## src/rtl/adc_shift_pkg.sv

```systemverilog
// Package: shared defaults and the pin event type for the serial ADC
// output shifter. Assumes nothing beyond a single system clock domain.
package adc_shift_pkg;

    localparam int DEF_LEAD_ZEROS  = 8;
    localparam int DEF_RESULT_BITS = 14;
    localparam int DEF_SUB_BITS    = 2;
    localparam int DEF_SYNC_STAGES = 2;

    // Sampled view of one external pin: settled level and one-cycle edge pulses.
    typedef struct packed {
        logic level;
        logic fell;
        logic rose;
    } pin_evt_t;

endpackage

```

## src/rtl/adc_shift_pin_sync.sv

```systemverilog
// Module: adc_shift_pin_sync
// Brings one asynchronous pin into the clk domain and reports its settled
// level plus one-cycle pulses on falling and rising transitions.
// Assumes the pin stays at each level for several clk cycles.
module adc_shift_pin_sync
    import adc_shift_pkg::*;
#(
    parameter int   STAGES      = DEF_SYNC_STAGES,
    parameter logic RESET_LEVEL = 1'b0
) (
    input  logic     clk,
    input  logic     rst_n,
    input  logic     pin,
    output pin_evt_t evt
);

    logic [STAGES-1:0] chain_q;
    logic              prev_q;

    // Synchronizer chain; the parameter selects a single flop or a shift chain.
    generate
        if (STAGES == 1) begin : g_single
            always_ff @(posedge clk) begin
                if (!rst_n) chain_q <= RESET_LEVEL;
                else        chain_q <= pin;
            end
        end else begin : g_chain
            always_ff @(posedge clk) begin
                if (!rst_n) chain_q <= {STAGES{RESET_LEVEL}};
                else        chain_q <= {chain_q[STAGES-2:0], pin};
            end
        end
    endgenerate

    // Remember the previous settled level for edge detection.
    always_ff @(posedge clk) begin
        if (!rst_n) prev_q <= RESET_LEVEL;
        else        prev_q <= chain_q[STAGES-1];
    end

    // Decode the level and edge pulses.
    always_comb begin
        evt.level = chain_q[STAGES-1];
        evt.fell  = prev_q & ~chain_q[STAGES-1];
        evt.rose  = ~prev_q & chain_q[STAGES-1];
    end

endmodule

```

## src/rtl/adc_shift_position.sv

```systemverilog
// Module: adc_shift_position
// Tracks the current bit position inside a frame. A restart or clear sends
// it to 0, and an advance steps it up to FRAME_BITS, where it saturates.
// Assumes restart, clear and advance are one-cycle pulses.
module adc_shift_position #(
    parameter int FRAME_BITS = 24,
    parameter int CNT_W      = $clog2(FRAME_BITS + 1)
) (
    input  logic             clk,
    input  logic             rst_n,
    input  logic             restart,
    input  logic             clear,
    input  logic             advance,
    output logic [CNT_W-1:0] cnt_q,
    output logic [CNT_W-1:0] cnt_next
);

    localparam logic [CNT_W-1:0] LIMIT = CNT_W'(FRAME_BITS);

    // Next position: restart and clear win, advance saturates at LIMIT.
    always_comb begin
        cnt_next = cnt_q;
        if (restart || clear)
            cnt_next = '0;
        else if (advance && (cnt_q != LIMIT))
            cnt_next = cnt_q + 1'b1;
    end

    // Position register.
    always_ff @(posedge clk) begin
        if (!rst_n) cnt_q <= '0;
        else        cnt_q <= cnt_next;
    end

    // the position never passes the end of the frame.
    p_count_bound_r5: assert property (@(posedge clk) disable iff (!rst_n)
        cnt_q <= LIMIT);

    // once at the end, the position stays there until the frame ends.
    p_count_hold_r5: assert property (@(posedge clk) disable iff (!rst_n)
        (cnt_q == LIMIT && !restart && !clear) |=> (cnt_q == LIMIT));

endmodule

```

## src/rtl/adc_shift_frame.sv

```systemverilog
// Module: adc_shift_frame
// Holds the word captured at frame start and drives the serial data bit
// for the frame position. Positions below LEAD_ZEROS and from the frame
// end onward give 0. Assumes cnt_next comes from adc_shift_position.
module adc_shift_frame #(
    parameter int LEAD_ZEROS  = 8,
    parameter int RESULT_BITS = 14,
    parameter int SUB_BITS    = 2,
    parameter int CNT_W       = 5
) (
    input  logic                   clk,
    input  logic                   rst_n,
    input  logic                   restart,
    input  logic                   clear,
    input  logic                   advance,
    input  logic [RESULT_BITS-1:0] result,
    input  logic [SUB_BITS-1:0]    sub_bits,
    input  logic [CNT_W-1:0]       cnt_next,
    output logic                   dout
);

    localparam int DATA_W = RESULT_BITS + SUB_BITS;
    localparam int TOTAL  = LEAD_ZEROS + DATA_W;

    logic [DATA_W-1:0] word_q;
    logic [DATA_W-1:0] fresh_word;
    logic              dout_q;

    // Picks the frame bit at a position; outside the data window it is 0.
    function automatic logic pick_bit(input logic [DATA_W-1:0] w,
                                      input logic [CNT_W-1:0]  pos);
        logic b;
        b = 1'b0;
        for (int k = 0; k < DATA_W; k++) begin
            if (int'(pos) == LEAD_ZEROS + k) b = w[DATA_W-1-k];
        end
        return b;
    endfunction

    // Concatenate result and sub-bits into the word sent MSB first.
    always_comb fresh_word = {result, sub_bits};

    // Capture the word once per frame, at the chip select fall.
    always_ff @(posedge clk) begin
        if (!rst_n)       word_q <= '0;
        else if (restart) word_q <= fresh_word;
    end

    // Output bit register: present bit 0 at start and step on each advance.
    always_ff @(posedge clk) begin
        if (!rst_n)       dout_q <= 1'b0;
        else if (restart) dout_q <= pick_bit(fresh_word, cnt_next);
        else if (clear)   dout_q <= 1'b0;
        else if (advance) dout_q <= pick_bit(word_q, cnt_next);
    end

    always_comb dout = dout_q;

    // without an event the data bit does not move.
    p_dout_stable_r6: assert property (@(posedge clk) disable iff (!rst_n)
        (!restart && !clear && !advance) |=> $stable(dout_q));

    // the captured word changes only at a frame start.
    p_word_hold_r8: assert property (@(posedge clk) disable iff (!rst_n)
        !restart |=> $stable(word_q));

    // Frame sizing sanity at elaboration.
    initial begin
        p_frame_fits: assert (TOTAL < (1 << CNT_W));
    end

endmodule

```

## src/rtl/adc_serial_out.sv

```systemverilog
// Module: adc_serial_out (top)
// Device-side serial output of a converter result. Chip select falling
// starts a frame: LEAD_ZEROS zeros, the result MSB first, the sub-bits,
// then zeros. Chip select high ends it. Each falling serial clock edge
// moves to the next bit. Assumes cs_n and sclk are slow next to clk.
module adc_serial_out
    import adc_shift_pkg::*;
#(
    parameter int LEAD_ZEROS  = DEF_LEAD_ZEROS,
    parameter int RESULT_BITS = DEF_RESULT_BITS,
    parameter int SUB_BITS    = DEF_SUB_BITS,
    parameter int SYNC_STAGES = DEF_SYNC_STAGES
) (
    input  logic                   clk,
    input  logic                   rst_n,
    input  logic                   cs_n,
    input  logic                   sclk,
    input  logic [RESULT_BITS-1:0] result,
    input  logic [SUB_BITS-1:0]    sub_bits,
    output logic                   dout,
    output logic                   dout_oe
);

    localparam int FRAME_BITS = LEAD_ZEROS + RESULT_BITS + SUB_BITS;
    localparam int CNT_W      = $clog2(FRAME_BITS + 1);

    pin_evt_t         cs_evt;
    pin_evt_t         sck_evt;
    logic             restart;
    logic             clear;
    logic             advance;
    logic [CNT_W-1:0] cnt_q;
    logic [CNT_W-1:0] cnt_next;
    logic             oe_q;

    adc_shift_pin_sync #(.STAGES(SYNC_STAGES), .RESET_LEVEL(1'b1)) u_cs_sync (
        .clk   (clk),
        .rst_n (rst_n),
        .pin   (cs_n),
        .evt   (cs_evt)
    );

    adc_shift_pin_sync #(.STAGES(SYNC_STAGES), .RESET_LEVEL(1'b0)) u_sck_sync (
        .clk   (clk),
        .rst_n (rst_n),
        .pin   (sclk),
        .evt   (sck_evt)
    );

    // Frame events: start, abort, and a step only while selected.
    always_comb begin
        restart = cs_evt.fell;
        clear   = cs_evt.rose;
        advance = sck_evt.fell & ~cs_evt.level & ~cs_evt.fell;
    end

    adc_shift_position #(.FRAME_BITS(FRAME_BITS), .CNT_W(CNT_W)) u_pos (
        .clk      (clk),
        .rst_n    (rst_n),
        .restart  (restart),
        .clear    (clear),
        .advance  (advance),
        .cnt_q    (cnt_q),
        .cnt_next (cnt_next)
    );

    adc_shift_frame #(
        .LEAD_ZEROS  (LEAD_ZEROS),
        .RESULT_BITS (RESULT_BITS),
        .SUB_BITS    (SUB_BITS),
        .CNT_W       (CNT_W)
    ) u_frame (
        .clk      (clk),
        .rst_n    (rst_n),
        .restart  (restart),
        .clear    (clear),
        .advance  (advance),
        .result   (result),
        .sub_bits (sub_bits),
        .cnt_next (cnt_next),
        .dout     (dout)
    );

    // Output enable: set at frame start, dropped when chip select rises.
    always_ff @(posedge clk) begin
        if (!rst_n)       oe_q <= 1'b0;
        else if (restart) oe_q <= 1'b1;
        else if (clear)   oe_q <= 1'b0;
    end

    always_comb dout_oe = oe_q;

    // a deselected device does not drive the line.
    p_oe_off_deselected_r1: assert property (@(posedge clk) disable iff (!rst_n)
        cs_evt.level |=> !dout_oe);

    // the data value rests at 0 while the enable is off.
    p_idle_zero_r1: assert property (@(posedge clk) disable iff (!rst_n)
        !dout_oe |-> !dout);

    // every frame start goes back to the first leading zero.
    p_restart_first_r7: assert property (@(posedge clk) disable iff (!rst_n)
        restart |=> (dout_oe && cnt_q == '0 && (LEAD_ZEROS == 0 || !dout)));

    // at the end of the frame the line carries zeros.
    p_tail_zero_r5: assert property (@(posedge clk) disable iff (!rst_n)
        (cnt_q == CNT_W'(FRAME_BITS)) |-> !dout);

endmodule

```

## config.mk

```make
export PLATFORM = sky130hd
export DESIGN_NAME = adc_serial_out
export DESIGN_NICKNAME = d
export VERILOG_FILES = /design/src/rtl/adc_shift_pkg.sv /design/src/rtl/adc_shift_pin_sync.sv /design/src/rtl/adc_shift_position.sv /design/src/rtl/adc_shift_frame.sv /design/src/rtl/adc_serial_out.sv
export SDC_FILE = /design/constraint.sdc
export NUM_CORES = 1
export LEC_CHECK = 0
export BUFFER_PORTS_ARGS = -buffer_cell sky130_fd_sc_hd__clkbuf_2
export CORE_UTILIZATION = 55
export CTS_CLUSTER_SIZE = 40
export DETAILED_ROUTE_END_ITERATION = 12
export GPL_TIMING_DRIVEN = 1
export PLACE_DENSITY = 0.76
export SYNTH_ARGS = -nofsm -noshare
export SYNTH_HDL_FRONTEND = slang
export SYNTH_SLANG_ARGS = --single-unit
```

## constraint.sdc

```tcl
create_clock -name clk -period 8.1 [get_ports clk]
set_input_delay 2.025 -clock clk [delete_from_list [all_inputs] [get_ports clk]]
set_output_delay 2.025 -clock clk [all_outputs]
set_load 0.01 [all_outputs]
```

Yosys cells after proc, flatten, opt, wreduce, memory -nomap -nowiden
Index checks and enable logic that the tools add are counted.
{ "op_classes": {"add_sub_neg": 1, "eq_ne": 17, "n_mux": 39, "bitwise_logic": 9, "reduce_logical": 4} }
{ "op_table": {"columns": ["operator", "n"], "rows": [
  ["$eq 5x5->1 const B", 16],
  ["$mux 1", 37],
  ["$mux 5", 2],
  ["$add 5x1->5 const B", 1],
  ["$and 1x1->1", 5],
  ["$ne 5x5->1 const B", 1],
  ["$not 1->1", 4],
  ["$reduce_bool 3->1", 1],
  ["$reduce_bool 2->1", 1],
  ["$logic_and 1x1->1", 1],
  ["$logic_or 1x1->1", 1]
]} }
{ "totals": {"reg_bits": 29, "input_bits": 20, "out_inout_bits": 2, "word_cells": 78} }

Longest topological paths before layout
{ "depth": {"depth_word": 27, "ltp_mapped": 12, "depth_no_buf": 9} }

Cells and area by module
Synthesis repeated with hierarchy kept, for this count alone.
{ "unflattened": {"hier_cells": 166, "area_unflattened_um2": 1586.5} }
{ "modules_own_cells": {"columns": ["module", "n_inst", "cells_each", "area_per_inst_um2", "seq_area_each_um2"], "rows": [
  ["adc_shift_frame", 1, 108, 1026.0, 340.3],
  ["adc_shift_position", 1, 36, 314.1, 100.1],
  ["adc_shift_pin_sync", 2, 9, 98.8, 60.1],
  ["adc_serial_out", 1, 4, 48.8, 20.0]
]} }

Worst setup path after synthesis
No wires, ideal clock.
{ "synth_path": {"path_type": "in2reg", "startpoint": "input sub_bits[0]", "endpoint": "register u_frame.dout_q (netlist: u_frame.dout)", "setup_time_ps": 117, "t_arrival_ps": 2899, "t_required_ps": 7983, "path_slack_ps": 5084, "stages": 6, "path_buffers": 0, "path_cell_list": "nand2_1 > nor3_1 > a2111oi_0 > a22oi_1 > nor3_1 > and4bb_1"} }
{ "synth_between": {"elab_chain_cells": 2} }
{ "synth_lines": {"columns": ["item", "line", "rtl"], "rows": [
  ["start: declaration", "adc_serial_out.sv:19", "input logic [SUB_BITS-1:0] sub_bits,"],
  ["$mux 1", "adc_shift_frame.sv:35", "if (int'(pos) == LEAD_ZEROS + k) b = w[DATA_W-1-k];"],
  ["$mux 1", "adc_shift_frame.sv:52", "else if (restart) dout_q <= pick_bit(fresh_word, cnt_next);"],
  ["end signal: assignment", "adc_shift_frame.sv:52", null],
  ["end signal: assignment", "adc_shift_frame.sv:54", "else if (advance) dout_q <= pick_bit(word_q, cnt_next);"],
  ["end: declaration", "adc_shift_frame.sv:27", "logic dout_q;"]
]} }
No other way between the ends.
A chain may end at the register's enable or synchronous reset.

==> flow_metrics.py <==
metrics = {
    "yosys": {
        "synth_largest_type_area_fraction": 0.320,
        "post_synth_num_cell_types": 61,
        "synth.cell_area_um2": 1810,
        "synth_edf_count": 0,
        "yosys_warnings": 0,
        "netlist_top_cells_count": "dfxtp_1, nor2_1, mux2i_1, nand2_1, clkbuf_1",
        "async_flop_share": 0,
        "syn_avg_cell_area_um2": 8.43,
        "synth.yosys.seq_area_share": 0.320,
        "ys_dominant_reg_cell": "dfxtp_1",
        "synth_top_cell_by_area": "dfxtp_1",
        "postSynthRegisterBits": 29,
        "synthesis.instances": 215,
        "synth_nets": 239,
        "synth.top_cells.by_area": "dfxtp_1, mux2i_1, nor2_1",
    },
    "routing": {
        "wl_per_cell_um": 16.7,
        "dr.first_iter.drc_count": 132,
        "routed-via-count": 1785,
        "final_antenna_net_count": 0,
        "drt-vias-per-instance": 6.47,
        "drt-total-wl_um": 4610,
        "drt_pass1_iterations": 4,
        "number_of_remaining_drc_errors": 0,
    },
    "floorplan": {
        "die_y_um": 59.4,
        "die_area_um2": 3530,
        "placeableCoreArea_um2": 3080,
        "pin_count": 22,
        "placement_rows": 20,
        "initial_standard_cell_utilization_of_the_core": 0.589,
        "die_x_um": 59.4,
    },
    "worst_setup_path": {
        "slowest_stage": "ha_1",
        "max_stage_delay_ps": 870,
        "worstPathRequired_ps": 8340,
        "arrival_ps": 3980,
        "critPathBufInv": 2,
        "worst_setup_path_end_kind": "register",
        "startpoint_type": "register",
        "ordered_cell_list_for_the_critical_path": "inv_1 -> ha_1 -> nor4b_1 -> buf_4 -> and3_1 -> o21ai_0 -> o2111ai_1 -> a222oi_1 -> o2111ai_1 -> and4bb_1",
        "timing_worst_setup_path_type": "reg -> reg",
        "worst_path_dominant_cell_family": "compound AO/OA/AOI/OAI gates",
        "cp_common_cell": "o2111ai_1",
        "worstReg2RegEnd": "u_frame.dout",
        "register_to_register_setup_slack_ps": 4360,
        "cp-startpoint": "u_cs_sync.chain_q[1]",
        "worstSetupEndpoint": "u_frame.dout",
        "path_max_fanout": 20,
        "cp.depth": 10,
        "rr_worst_depth": 10,
        "r2r-start": "u_cs_sync.chain_q[1]",
    },
    "finish": {
        "syn2layout_area_growth_pct": 11.0,
        "diodes": 0,
        "post_route_cells_drive_above_1_share": 0.155,
        "finalNetCount": 255,
        "final_cell_count_no_fill": 276,
    },
    "clock_network": {
        "clk_latency_ps": 340,
        "holdBufCountCts": 0,
        "htree_depth": 2,
        "total_cts_buffers": 5,
        "post_cts_resized": 0,
        "clock_sinks": 29,
        "max-clock-path-buffers": 2,
        "cts_setup_buffers": 0,
        "tritoncts": "yes",
        "cts_root_buf": "clkbuf_4",
        "clock_edge_transition_at_the_registers_on_the_reported_setup_and_hold_paths_ps": 100,
    },
    "grt": {
        "grt_util_all_layers": 0.288,
        "grt_max_degree": 21,
        "first_global_vias": 1679,
        "grt_overflow": 0,
        "global_route_wire_length_before_repair_um": 7630,
        "number_of_antenna_violations_at_the_first_check_in_global_routing": 0,
    },
    "sta": {
        "worst-slew-pin-transition_ps": 1080,
        "grt_setup_unrepaired": "no",
        "final-max-slew-violation-count": 0,
        "final_report_setup_violation_count": 0,
        "timing.hold.ws_ps": 424,
        "finalWorstPathRequiredPeriod_ps": 3740,
        "fin_crit_sh": 0.462,
        "clock.fmax_mhz": 267,
        "final_critical_path_setup_slack_ps": 4360,
        "finalSetupTns_ps": 0,
        "clock_skew_ps": 4.69,
        "slew_headroom": 0.280,
        "finalHoldViolCount": 0,
    },
    "flow_run": {
        "drv_cap": 0,
    },
    "place": {
        "pre_cts_slack_ps": 4510,
        "buffer_ports.inserted": 21,
        "place_inst": 268,
        "gp_routability_congestion": 0.909,
        "dp_hpwl_um": 3440,
    },
    "pwr": {
        "total_leakage_power_nw": 0.770,
        "power.density_cell_area_nw_per_um2": 148,
        "total_power_mw": 0.297,
        "vdd_drop_max_v": 0.000144,
    },
    "worst_hold_path": {
        "worst_hold_path_type": "reg -> reg",
    },
    "status": {
        "outcome": "complete, no violations",
    },
}
-- logic make-up (layout without fill, tap and decap cells) --
logic type / count (synthesis) / count (layout) / share of synthesized area
flops: 29 / 29 / 0.320
xor+xnor: 4 / 4 / 0.0193
simple gates: 81 / 81 / 0.236
compound gates: 54 / 54 / 0.232
fa+ha+maj: 4 / 4 / 0.0276
buf+inv: 22 / 39 / 0.0470
mux: 21 / 21 / 0.117
-- placed cells by master (no fill, tap or decap), types with 2 or more instances in the layout --
cell type,n
o2111ai_1,3
a31o_2,2
a222oi_1,2
nor4b_1,2
nor3_1,3
o21a_1,2
a211oi_1,3
a21oi_1,3
nand3_1,5
mux2i_1,19
and3_1,5
nor2_1,29
dfxtp_1,29
and2_1,4
inv_1,8
a21boi_0,2
xnor2_1,2
o211ai_1,3
nand3b_1,2
a211o_1,3
mux2_2,2
nand2b_1,4
nand2_1,12
a32oi_1,2
clkbuf_4,5
a2111oi_0,2
xor2_1,2
o21ai_0,6
a31oi_1,5
a21o_1,2
nor4_1,2
nand4_1,2
ha_1,4
clkbuf_2,21
-- how the worst min path moves through the flow --
| stage | start | cells past startpoint | slack [ps] | to |
|---|---|---|---|---|
| after floorplan | u_cs_sync.chain_q[0] | 1 | 390 | u_cs_sync.chain_q[1] |
| after global placement | u_cs_sync.chain_q[0] | 1 | 400 | u_cs_sync.chain_q[1] |
| after detailed placement | u_cs_sync.chain_q[0] | 1 | 410 | u_cs_sync.chain_q[1] |
| after CTS | u_cs_sync.chain_q[0] | 1 | 430 | u_cs_sync.chain_q[1] |
| after global routing | u_cs_sync.chain_q[0] | 1 | 450 | u_cs_sync.chain_q[1] |
| final | u_cs_sync.chain_q[0] | 1 | 420 | u_cs_sync.chain_q[1] |
-- registers in the layout, indices dropped and copies added (netlist names) --
name / flops
u_cs_sync.chain_q: 2
u_sck_sync.chain_q: 2
u_frame.dout: 1
dout_oe: 1
u_frame.word_q: 16
u_cs_sync.prev_q: 1
u_pos.cnt_q: 5
u_sck_sync.prev_q: 1
-- area by class of cell --
class / count / area (µm²)
multi-input combinational: 164 / 1150
fill: 265 / 1070
sequential: 29 / 581
timing repair buffer: 22 / 113
tap: 44 / 55.1
clock inverter: 3 / 46.3
clock buffer: 5 / 37.5
inverter: 9 / 33.8
-- power by group --
group	internal (mW)	switching, mW
Combinational	0.0114	0.0147
Sequential	0.147	0.00258
Clock	0.0653	0.0565
Total	0.223	0.0738
-- per-stage QoR --
| step | utilization | area, µm² |
|---|---|---|
| floorplan | - | 1810 |
| global placement | 0.626 | 1930 |
| detailed placement | 0.626 | 1930 |
| CTS | 0.654 | 2010 |
| global route | 0.654 | 2010 |
| finish | 0.654 | 2010 |
-- layer usage --
metal / up-vias / track usage / part of all wire
met5: - / 0 / 0
met4: 0 / 0.0986 / 0.018
met3: 12 / 0.0742 / 0.092
met2: 96 / 0.451 / 0.46
met1: 836 / 0.385 / 0.43
li1: 841 / - / -
-- worst register-to-register path, delay by kind of cell (launching register included) --
family	cells	cell delay, ps
AO/OA/AOI/OAI	4	1540
buffers and inverters	2	310
AND/OR/NAND/NOR	3	560
adder cells (fa/ha/maj)	1	870
flip-flops	1	360
(Power assumes the default switching activity.)
